### src/rtl/irq_level_arbiter.sv
module irq_level_arbiter #(
  parameter int NUM_VEC     = 10,
  parameter int SRC_PER_VEC = 3,
  parameter int ADDR_W      = 8,
  parameter int VEC_BASE    = 3,
  parameter int VEC_STRIDE  = 8,
  parameter int STACK_DEPTH = 3,
  localparam int NUM_SRC    = NUM_VEC * SRC_PER_VEC,
  localparam int IDX_W      = $clog2(NUM_VEC),
  localparam int DEPTH_W    = $clog2(STACK_DEPTH + 1),
  localparam int PTR_W      = (STACK_DEPTH > 1) ? $clog2(STACK_DEPTH) : 1
) (
  input  logic                 clk,
  input  logic                 rst_n,
  input  logic [NUM_SRC-1:0]   src_flag,
  input  logic [NUM_SRC-1:0]   src_en,
  input  logic [2*NUM_VEC-1:0] vec_level,
  input  logic                 ack,
  input  logic                 reti,
  output logic                 irq,
  output logic [ADDR_W-1:0]    req_addr,
  output logic [ADDR_W-1:0]    svc_addr,
  output logic [1:0]           cur_level,
  output logic [DEPTH_W-1:0]   depth
);

  function automatic logic [1:0] rank_of(input logic [1:0] code);
    return (code == 2'd0) ? 2'd1 : (code == 2'd1) ? 2'd2 : 2'd3;
  endfunction

  logic [NUM_VEC-1:0] pend;
  logic [1:0]         win_rank;
  logic [IDX_W-1:0]   win_idx;
  logic [1:0]         stk [STACK_DEPTH];
  logic               take, pop;

  for (genvar v = 0; v < NUM_VEC; v++) begin : g_pend
    assign pend[v] = |(src_flag[v*SRC_PER_VEC +: SRC_PER_VEC] & src_en[v*SRC_PER_VEC +: SRC_PER_VEC]);
  end

  always_comb begin
    win_rank = 2'd0;
    win_idx  = '0;
    for (int v = 0; v < NUM_VEC; v++) begin
      if (pend[v] && rank_of(vec_level[2*v +: 2]) > win_rank) begin
        win_rank = rank_of(vec_level[2*v +: 2]);
        win_idx  = IDX_W'(v);
      end
    end
  end

  assign cur_level = (depth == '0) ? 2'd0 : stk[PTR_W'(depth - 1'b1)];
  assign irq       = win_rank > cur_level;
  assign req_addr  = ADDR_W'(VEC_BASE + VEC_STRIDE * int'(win_idx));
  assign pop       = reti && (depth != '0);
  assign take      = ack && irq && !reti && (depth < DEPTH_W'(STACK_DEPTH));

  always_ff @(posedge clk or negedge rst_n) begin
    if (!rst_n) begin
      depth    <= '0;
      svc_addr <= '0;
      for (int i = 0; i < STACK_DEPTH; i++) stk[i] <= 2'd0;
    end else if (pop) begin
      depth <= depth - 1'b1;
    end else if (take) begin
      stk[PTR_W'(depth)] <= win_rank;
      depth              <= depth + 1'b1;
      svc_addr           <= req_addr;
    end
  end

endmodule


### config.mk
export PLATFORM = sky130hd
export DESIGN_NAME = irq_level_arbiter
export DESIGN_NICKNAME = d
export VERILOG_FILES = /design/src/rtl/irq_level_arbiter.sv
export SDC_FILE = /design/constraint.sdc
export NUM_CORES = 1
export LEC_CHECK = 0
export BUFFER_PORTS_ARGS = -buffer_cell sky130_fd_sc_hd__buf_2
export CORE_ASPECT_RATIO = 0.75
export CORE_UTILIZATION = 49
export DETAILED_ROUTE_END_ITERATION = 8
export PLACE_DENSITY_LB_ADDON = 0.15
export SETUP_SLACK_MARGIN = 0.3
export SYNTH_ARGS = -nofsm -noshare
export SYNTH_HDL_FRONTEND = slang
export SYNTH_SLANG_ARGS = --single-unit
### constraint.sdc
create_clock -name clk -period 21.3 [get_ports clk]
set_clock_uncertainty 0.05 [all_clocks]
set_input_delay 1.065 -clock clk [delete_from_list [all_inputs] [get_ports clk]]
set_output_delay 1.065 -clock clk [all_outputs]
set_load 0.02 [all_outputs]
# Word-level counts from Yosys, hierarchy flattened
# Index checks and enable logic that the tools add are counted.
# totals
word_cells	134
register_bits	16
input_bits	84
# op_classes
n_mux	48
n_bitwise	13
n_lt_le_gt_ge	15
n_eq_ne	10
reduce_logical	40
addsub	3
# ops
op	count
2-bit 2-to-1 mux	26
4-bit 2-to-1 mux	8
3-bit AND	10
3-bit OR reduction	10
2-bit logical NOT	11
2-bit by 1-bit equality test with 1-bit output (second input constant)	10
2-bit > comparator	10
1-bit logical AND	15
1-bit 2-to-1 mux	11
2-bit by 7-bit adder with 8-bit output (first input constant)	1
6-bit bitwise mux	1
3-bit greater-or-equal comparator (second input constant)	2
2-bit inverter with 3-bit output	2
2-bit binary-select mux with 2-bit select	1
2-bit demux with 2-bit select	1
2-bit nonzero test	2
3-bit by 1-bit less-than comparator with 1-bit output (second input constant)	1
2-bit by 1-bit adder with 2-bit output (second input constant)	1
2-bit by 1-bit > comparator with 1-bit output (second input constant)	1
2-bit less-than comparator (second input constant)	1
2-bit AND reduction	1
2-bit by 1-bit subtractor with 2-bit output (second input constant)	1
1-bit logical NOT	1
1-bit inverter	1

# Logic depth before layout (Yosys ltp)
# Gate-level depths: netlist of the first run.
# depth
word_depth	39
ltp_mapped	59
depth_no_buf	57

# Worst setup path after synthesis of the first run
# Ideal clock, no wire load.
# synth_path
kind	input to output
from	input port src_flag[0]
to	output port irq
setup_slack_ns	7.410
arrival_time_ns	12.775
cell_stages	50
cell_sequence	a222oi_1 o21bai_1 ha_1 and2_1 a2111o_1 o21a_1 ha_1 nand2b_1 a221oi_1 and2_1 nor2_1 ha_1 and2_1 a211oi_4 a21oi_1 a22oi_2 ha_1 nand2b_1 [14 not listed] ha_1 and2_1 a211oi_2 nor2_1 a222oi_1 ha_1 a221oi_2 nor4_1 a221o_4 ha_1 a211oi_1 clkbuf_1 and2_1 o21bai_1 ha_1 nor2b_1 o21ai_0 inv_1
# synth_between
elab_chain_cells	32
# synth_lines
element	line	rtl
start: declaration	15	input logic [NUM_SRC-1:0] src_flag,
3-bit AND (*)	38	assign pend[v] = |(src_flag[v*SRC_PER_VEC +: SRC_PER_VEC] & src_en[v*SRC_PER_VEC +: SRC_PER_VEC]);
3-bit OR reduction (*)	38	
1-bit logical AND (*)	45	if (pend[v] && rank_of(vec_level[2*v +: 2]) > win_rank) begin
2-bit 2-to-1 mux (*)	45	
2-bit > comparator	45	
1-bit logical AND	45	
2-bit 2-to-1 mux (*)	45	
2-bit > comparator	45	
[17 not listed]	-	
2-bit > comparator	45	
1-bit logical AND	45	
2-bit 2-to-1 mux (*)	45	
2-bit > comparator	45	
1-bit logical AND	45	
2-bit 2-to-1 mux (*)	45	
named net win_rank[1]	32	logic [1:0] win_rank;
2-bit > comparator (*)	53	assign irq = win_rank > cur_level;
end: declaration	20	output logic irq,
# The timed path passes the listed nets; every way through them passes the cells marked *.

# Worst setup path in the final report of the first run
# layout_path
from	input port src_flag[0]
to	output port irq
# layout_between
elab_chain_cells	32
# layout_lines
element	line
3-bit AND (*)	38
3-bit OR reduction (*)	38
1-bit logical AND (*)	45
2-bit 2-to-1 mux (*)	45
2-bit > comparator	45
1-bit logical AND	45
2-bit 2-to-1 mux (*)	45
2-bit > comparator	45
[16 not listed]	-
2-bit 2-to-1 mux (*)	45
2-bit > comparator	45
1-bit logical AND	45
2-bit 2-to-1 mux (*)	45
2-bit > comparator	45
1-bit logical AND	45
2-bit 2-to-1 mux (*)	45
2-bit > comparator (*)	53
# Every way passes the cells marked *; elsewhere a longest branch is shown, timed or not.

==> summary.md, run 1 <==
| Metric | Value |
|---|---|
| Status | finished clean |
| Final Cycle Share | 0.742 |
| CP Data Required Time | 20.19 ns |
| # hold bufs at CTS | 0 |
| Initial antenna violation count | 0 |
| Total Nets Final | 441 |
| Max-slew violation total from the final report | 0 |
| Netlist cell types | 46 |
| I/O pin cnt | 105 |
| Routed Antenna Nets | 0 |
| Die area | 4240 um^2 |
| Core box area | 3730 um^2 |
| Area of the multi-input gates | 1500 um^2 |
| Max-cap viol count | 0 |
| Clock buffer depth | 2 |
| Most common cell after layout, fill and taps aside | buf_2 |
| Power per cell area | 204 nW/um^2 |
| Compound-Gate Fraction of Synth Area | 0.324 |
| Largest family of logic cells by synthesized area | compound AO/OA/AOI/OAI gates |
| Mapped Area | 1950 um^2 |
| Worst setup EP type | output pin |
| Synth area leaders | dfrtp_1 (17%), ha_1 (15%), a222oi_1 (5.6%) |
| Count of state elements after synthesis | 13 |
| Commonest non-fill, non-tap cells in the layout | buf_2 (98), ha_1 (24), inv_1 (23) |
| Cells after synthesis | 234 |
| H-tree depth | 1 |
| Top FF cell, synth | dfrtp_1 |
| DRC violations left | 0 |
| Slowest cell on the critical path | a2111oi_0 |
| Final Cell Area | 2510 um^2 |
| CTS resizes | 0 |
| Routability cong. | 0.848 |
| Worst slew margin relative to its limit | 0.468 |
| Synth Area in XOR/XNOR | 0.00449 |
| Area leader, netlist | dfrtp_1 |
| Seq/Total Area, Yosys | 0.167 |
| Number of iterations in the first detailed-routing pass | 5 |
| Mean Syn Cell Area | 8.34 um^2 |
| Die Y | 56.7 um |
| Post-synthesis simple-gate area fraction | 0.208 |
| Unrepaired setup endpoints after global routing | no |
| Port bufs | 98 |
| Maximum VDD drop | 175 uV |
| Clk sinks | 13 |
| Worst Tran Pin Value | 0.778 ns |
| Total GRT Usage | 0.235 |
| Setup Viol. Count Final | 0 |
| Critical path class | in2out |
| Fin. Hold Viols | 0 |
| Vias per cell | 5.51 |
| WL final | 4.67 mm |
| Fraction of registers with async set/reset | 1.00 |
| Area grow syn2layout | 28.8% |
| Post-Route Setup TNS | 0 ns |
| Storage cell area | 325 um^2 |
| Die width | 74.9 um |
| Vias | 2115 |
| Clk_lat worst skew | 0.24 ns |
| Slowest stage delay, CP | 0.72 ns |
| Multiplexer share of the synthesized area | 0.0647 |
| Filler cell count | 331 |
| Placed instance area | 2470 um^2 |
| Hold_ws | 0.438 ns |
| Remaining Overflow, GRT | 0 |
| Leakage power | 1.30 nW |
| CTS buffer count | 3 |
| Adder-Cell Fraction of Synth Area | 0.154 |
| Fraction of layout cells with a size suffix above 1 | 0.392 |
| Initial core utilization | 0.523 |
| Setup crit start kind | input pin |
| Arr. time, crit path | 14.69 ns |
| Largest fanout on the critical path | 11 |
| Vias in the first global route | 1912 |
| Detailed placer's ending HPWL | 3.99 mm |
| Fmax | 63.3 MHz |
| Crit path time final | 15.80 ns |
| CTS tree | done |
| Largest net degree at the start of global routing | 14 |
| Synth warn | 0 |
| 1st-iter DRT viols | 123 |
| EDFF count, synth | 0 |
| Post CTS Setup Buffer Count | 0 |
| Rows | 19 |
| Hold Path Class | reg2reg |
| Root buffer cell | clkbuf_8 |
| First-pass GRT wire length | 7.87 mm |
| Diodes inserted | 0 |
| Share of the synthesized area in the top cell type | 0.167 |
| Clock-pin transition on the worst setup and hold timing paths | 0.05 ns |
| Average wire per standard cell | 12.2 um |
| Most frequent CP cell | ha_1 |
## path summary, 6_finish.rpt
check / depth (start not counted) / slack, ns / end / from
hold / removal: 1 / 0.44 / svc_addr[1]$_DFFE_PN0P_ / svc_addr[1]$_DFFE_PN0P_
setup reg to reg: 13 / 17.96 / stk[5]$_DFFE_PN0P_ / depth[0]$_DFFE_PN0P_
max in group asynchronous: 1 / 20.31 / stk[1]$_DFFE_PN0P_ / rst_n
min in group asynchronous: 1 / 0.66 / depth[1]$_DFFE_PN0P_ / rst_n
setup / recovery: 52 / 5.50 / irq / src_flag[0]
hold reg to reg: 1 / 0.44 / svc_addr[1]$_DFFE_PN0P_ / svc_addr[1]$_DFFE_PN0P_
## synth_stat cells, types with 2 or more instances
master,n
a211oi_1,5
o21bai_1,4
clkbuf_1,2
nor2_1,22
inv_1,23
mux2i_1,7
nor2b_1,7
nand2b_1,15
a21o_1,2
dfrtp_1,13
o31ai_2,3
mux2_2,5
o21ai_0,4
nand2_1,9
nand3_1,4
ha_1,24
a221o_1,3
a222oi_1,11
a31oi_1,2
a21oi_1,17
and2_1,5
conb_1,2
nor3_1,3
buf_4,7
a211oi_2,2
or2_2,8
a2111oi_0,3
a221oi_2,2
a221oi_1,3
## report_power, final
| group | internal, mW | leakage, nW | total [mW] | switching (mW) |
|---|---|---|---|---|
| clock network | 0.0132 | 0.0228 | 0.0219 | 0.00868 |
| logic | 0.174 | 1.13 | 0.446 | 0.272 |
| registers | 0.0379 | 0.152 | 0.0460 | 0.00810 |
## area by class of cell
class / count / area share
inverter: 23 / 0.0343
sequential: 13 / 0.129
timing repair buffer: 99 / 0.198
tap: 52 / 0.0259
clock buffer: 4 / 0.0179
multi-input combinational: 193 / 0.595
## critical path: cells and delay by family
kind | cells | cell delay [ns]
and+or+nand+nor | 13 | 2.10
AOI/OAI and AO/OA | 23 | 7.55
buffers and inverters | 5 | 0.61
muxes | 1 | 0.42
adders and majority gates | 10 | 2.96
## registers in the layout (all words and copies together), names as in the netlist
signal and flops:
depth 2, stk 6, svc_addr 5
## routing by layer
metal | track usage | share of wire | vias to the layer above | wire (um)
li1 | - | - | 1065 | -
met2 | 0.391 | 0.43 | 78 | 2020
met3 | 0.0305 | 0.056 | 4 | 264
met4 | 0.0350 | 0.0030 | 0 | 14
met5 | 0 | 0 | - | 0
met1 | 0.328 | 0.51 | 968 | 2380
## logic make-up after synthesis
group | after synthesis
compound gates | 73
fa+ha+maj | 24
flops | 13
mux | 12
xor+xnor | 1
simple gates | 77
other cells | 2
buf+inv | 32
## metrics by stage
| stage | cells | setup slack, ns | util | total power, mW |
|---|---|---|---|---|
| floorplan | 238 | 7.41 | - | 0.379 |
| global placement | 380 | 5.91 | 0.662 | 0.476 |
| detailed placement | 380 | 5.73 | 0.662 | 0.489 |
| CTS | 384 | 5.69 | 0.674 | 0.514 |
| global route | 384 | 4.49 | 0.674 | 0.568 |
| finish | 384 | 5.50 | 0.674 | 0.514 |
Note: power is estimated with default switching activity, not from simulation.
==> run 2, diff against run 1 <==
CORE_UTILIZATION = 41   (was 49)
clock period = 12.66 ns   (was 21.3 ns; I/O delays follow)
==> run 2 against run 1 <==
Effect of this change: core utilization grew 7.5 points; register-to-register slack lost 8.4 ns; wire length is 28% higher; global-route usage is 1.7 points lower; via count is 11% higher; first-iteration DRC count shrank 14%; count of clock-buffer cells in the layout is the same; critical path depth stayed put; non-clock buffer count up 50; worst hold slack worse by 0.22 ns; critical endpoint unchanged.
==> summary.md, run 2 (same netlist as run 1, synthesis figures left out) <==
| Metric | Value |
|---|---|
| Rows | 21 |
| Largest Register | stk |
| Final Cycle Share | 0.985 |
| CTS tree | done |
| Met3 WL post-DR | 298 um |
| Total Nets Final | 491 |
| FF-to-FF Start | depth[0]$_DFFE_PN0P_ |
| Diodes inserted | 0 |
| Die area | 5040 um^2 |
| Most frequent CP cell | ha_4 |
| Fmax | 80.2 MHz |
| Hold Path Class | in2async |
| Setup crit start kind | input pin |
| Fraction of layout cells with a size suffix above 1 | 0.615 |
| Crit path from | src_flag[0] |
| Unrepaired setup endpoints after global routing | yes |
| Fin. Hold Viols | 0 |
| Max-cap viol count | 0 |
| Initial antenna violation count | 0 |
| Crit path time final | 12.47 ns |
| Vias per cell | 5.35 |
| Slowest cell on the critical path | a221oi_4 |
| Number of iterations in the first detailed-routing pass | 4 |
| Max reg flops | 6 |
| Clk_lat worst skew | 0.24 ns |
| DR WL met2 | 2.92 mm |
| Initial core utilization | 0.432 |
| Worst setup EP type | output pin |
| Largest net degree at the start of global routing | 14 |
| CTS buffer count | 3 |
| Average wire per standard cell | 13.7 um |
| RR Endpoint | svc_addr[5]$_DFFE_PN0P_ |
| Vias in the first global route | 2031 |
| Clock buffer depth | 2 |
| Slowest stage delay, CP | 0.50 ns |
| Core box area | 4520 um^2 |
| DRC violations left | 0 |
| First-pass GRT wire length | 8.56 mm |
| Worst Tran Pin Value | 0.723 ns |
| Post-Route Setup TNS | 0 ns |
| H-tree depth | 1 |
| Die width | 81.7 um |
| Die Y | 61.8 um |
| Setup Viol. Count Final | 0 |
| Most common cell after layout, fill and taps aside | buf_2 |
| Remaining Overflow, GRT | 0 |
| Total GRT Usage | 0.218 |
| Area of the multi-input gates | 1930 um^2 |
| Vias | 2348 |
| Routed Antenna Nets | 0 |
| WL final | 6.00 mm |
| Commonest non-fill, non-tap cells in the layout | buf_2 (93), buf_4 (46), inv_1 (21) |
| Max-slew violation total from the final report | 0 |
| Status | finished clean |
| Arr. time, crit path | 11.79 ns |
| Area grow syn2layout | 73.3% |
| Biggest regs | stk (6), svc_addr (5), depth (2) |
| Met1 WL | 2.77 mm |
| CP Data Required Time | 11.98 ns |
| Uppermost layer routed | met4 |
| 1st-iter DRT viols | 106 |
| Worst r2r path cells | 13 |
| Largest fanout on the critical path | 7 |
| Storage cell area | 325 um^2 |
| Critical path class | in2out |
| Routability cong. | 0.820 |
| Port bufs | 98 |
| Clk sinks | 13 |
| Reg2Reg Setup Slack | 9.56 ns |
| I/O pin cnt | 105 |
| Clock-pin transition on the worst setup and hold timing paths | 0.05 ns |
| Detailed placer's ending HPWL | 4.25 mm |
| Filler cell count | 322 |
| Worst slew margin relative to its limit | 0.505 |
| Root buffer cell | clkbuf_8 |
[run 2: cell count changes in the layout (fill, tap and decap cells not counted), sizes merged]
cell / before / now
buf: 99 / 149
[run 2: metal layers]
metal,vias up,track usage
met5,-,0
met4,0,0.0301
met3,4,0.0263
met2,86,0.390
met1,1099,0.291
li1,1159,-
[run 2: worst max-delay path: cells and delay by family]
family,cells,cell delay [ns]
AO/OA/AOI/OAI,22,5.40
AND/OR/NAND/NOR,10,1.31
buffers and inverters,7,0.82
multiplexers,3,0.71
adder cells (fa/ha/maj),10,2.87
[run 2: worst max path at each step]
stage               cells past startpoint                 endpoint
floorplan                              54       stk[1]$_DFFE_PN0P_
global placement                       53  svc_addr[5]$_DFFE_PN0P_
detailed placement                     53  svc_addr[5]$_DFFE_PN0P_
CTS                                    55                      irq
global route                           53                      irq
finish                                 52                      irq
[run 2: through the flow]
stage	instances	hold WS, ns	worst slack, ns	util	area [um^2]
global route	439	0.243	-0.294	0.748	3380
detailed placement	403	0.425	-0.321	0.598	2700
floorplan	238	0.287	0.329	-	2070
finish	439	0.222	0.189	0.748	3380
CTS	423	0.220	0.265	0.669	3020
global placement	403	0.417	-0.231	0.598	2700
[run 2: layout make-up]
type                       instances  area share
clock buffer                       4      0.0133
inverter                          23      0.0255
multi-input combinational        193       0.571
sequential                        13      0.0962
tap                               57      0.0211
timing repair buffer             149       0.273
[run 2: what timing repair did]
action | CTS | global route
hold buffers | 0 | 0
cloned | 0 | 0
hold endpoints to repair | 0 | 0
setup endpoints to repair | 16 | 18
gates resized for setup | 29 | 48
buffers inserted | 16 | 16
pin swaps | 25 | 42
Power of run 2 is not shown: default switching activity piles up to over one toggle a cycle in this logic, so the estimate is an artifact.
==> run 3, diff against run 2 <==
CORE_MARGIN = 3   (was default)
==> run 3 against run 2 <==
Effect of this change: count of clock-buffer cells in the layout did not move; global-route usage shrank 1.4 points; via count rose by 0.17%; largest cell class unchanged; critical path type unchanged.
==> summary.md, run 3 (same netlist as run 1, synthesis figures left out) <==
| Metric | Value |
|---|---|
| Total GRT Usage | 0.204 |
| Met3 usage in global routing | 0.0326 |
| Unrepaired setup endpoints after global routing | yes |
| Crit path time final | 12.59 ns |
| I/O pin cnt | 105 |
| Fmax | 79.4 MHz |
| Arr. time, crit path | 11.91 ns |
| Most frequent CP cell | ha_4 |
| Clock-pin transition on the worst setup and hold timing paths | 0.05 ns |
| Hold Path Class | in2async |
| Routability cong. | 0.879 |
| Worst Tran Pin Value | 0.763 ns |
| Setup Viol. Count Final | 0 |
| Clk sinks | 13 |
| CTS tree | done |
| Filler cell count | 310 |
| Die Y | 65.8 um |
| Max-slew violation total from the final report | 0 |
| Total Nets Final | 487 |
| Worst setup EP type | output pin |
| RR Endpoint | svc_addr[1]$_DFFE_PN0P_ |
| Port bufs | 98 |
| Slowest stage delay, CP | 0.49 ns |
| Number of iterations in the first detailed-routing pass | 4 |
| Reg2Reg Setup Slack | 9.60 ns |
| Fraction of layout cells with a size suffix above 1 | 0.638 |
| Diodes inserted | 0 |
| Remaining Overflow, GRT | 0 |
| WL final | 6.56 mm |
| Core box area | 4520 um^2 |
| Initial antenna violation count | 0 |
| Vias in the first global route | 2188 |
| Critical path class | in2out |
| First-pass GRT wire length | 9.47 mm |
| # hold bufs at CTS | 0 |
| CTS buffer count | 3 |
| Placed instance area | 2690 um^2 |
| Status | finished clean |
| Clock buffer depth | 2 |
| Detailed placer's ending HPWL | 4.62 mm |
| Vias per cell | 5.41 |
| Die width | 85.7 um |
| Post-Route Setup TNS | 0 ns |
| Worst r2r path cells | 13 |
| Initial core utilization | 0.432 |
| Worst slew margin relative to its limit | 0.492 |
| Commonest non-fill, non-tap cells in the layout | buf_2 (94), buf_4 (37), inv_1 (21) |
| Biggest regs | stk (6), svc_addr (5), depth (2) |
| FF-to-FF Start | depth[0]$_DFFE_PN0P_ |
| Met1 Resource Use GR | 0.277 |
| 1st-iter DRT viols | 115 |
| Root buffer cell | clkbuf_8 |
| Max-cap viol count | 0 |
| Largest fanout on the critical path | 7 |
| Fin. Hold Viols | 0 |
| Vias | 2352 |
| Clk_lat worst skew | 0.25 ns |
| Largest Register | stk |
| CP Data Required Time | 11.98 ns |
| Die area | 5630 um^2 |
| Final Cycle Share | 0.995 |
| Max reg flops | 6 |
| Slowest cell on the critical path | a221oi_4 |
| Global route hottest layer | met2 |
| Area grow syn2layout | 76.3% |
| Final Cell Area | 3440 um^2 |
| DRC violations left | 0 |
| Average wire per standard cell | 15.1 um |
| H-tree depth | 1 |
| Rows | 21 |
| Largest net degree at the start of global routing | 14 |
| Met2 Track Usage GR | 0.342 |
| Most common cell after layout, fill and taps aside | buf_2 |
| Setup crit start kind | input pin |
| Routed Antenna Nets | 0 |
-- run 3: cell types whose count changed in the layout (fill, tap and decap cells not counted), moves of 3 or more --
cell     previous run  this run
a21oi_2             2         5
buf_4              46        37
nor2_4              2         5
buf_6              10        13
-- run 3: how the worst max path moves through the flow --
stage | startpoint | end | slack [ns] | cells past startpoint
floorplan | src_flag[0] | stk[1]$_DFFE_PN0P_ | 0.33 | 54
global placement | src_flag[0] | stk[4]$_DFFE_PN0P_ | -0.02 | 53
detailed placement | src_flag[0] | stk[4]$_DFFE_PN0P_ | -0.22 | 54
CTS | src_en[0] | irq | 0.34 | 53
global route | src_flag[0] | irq | -0.43 | 56
finish | src_flag[0] | irq | 0.07 | 55
-- run 3: repair_timing --
item	4_1_cts	5_1_grt
endpoints found under the setup margin	15	18
gates resized for setup	23	77
setup buffers	13	17
pin swaps	27	44
-- run 3: layer usage --
layer  share of wire  vias to the layer above
met3           0.065                        5
li1                -                     1151
met4          0.0063                        0
met2            0.49                       79
met1            0.44                     1117
met5               0                        -
-- run 3: area by class of cell --
cell class	instances	area [um^2]	area share
clock buffer	4	45.0	0.0131
inverter	23	86.3	0.0251
multi-input combinational	193	2000	0.582
sequential	13	325	0.0945
tap	57	71.3	0.0207
timing repair buffer	145	910	0.264
-- run 3: worst max-delay path, delay by kind of cell --
family | cells | cell delay, ns
adder cells (fa/ha/maj) | 10 | 2.69
buffers and inverters | 9 | 1.09
AND/OR/NAND/NOR | 12 | 1.43
multiplexers | 2 | 0.60
AO/OA/AOI/OAI | 22 | 5.48
-- run 3: stage by stage --
step	cells	util	worst slack [ns]	hold slack, ns
floorplan	238	-	0.329	0.287
global placement	401	0.594	-0.0194	0.418
detailed placement	401	0.594	-0.220	0.426
CTS	418	0.652	0.336	0.224
global route	435	0.762	-0.435	0.232
finish	435	0.762	0.0676	0.213
Power of run 3 is left out for the same reason.
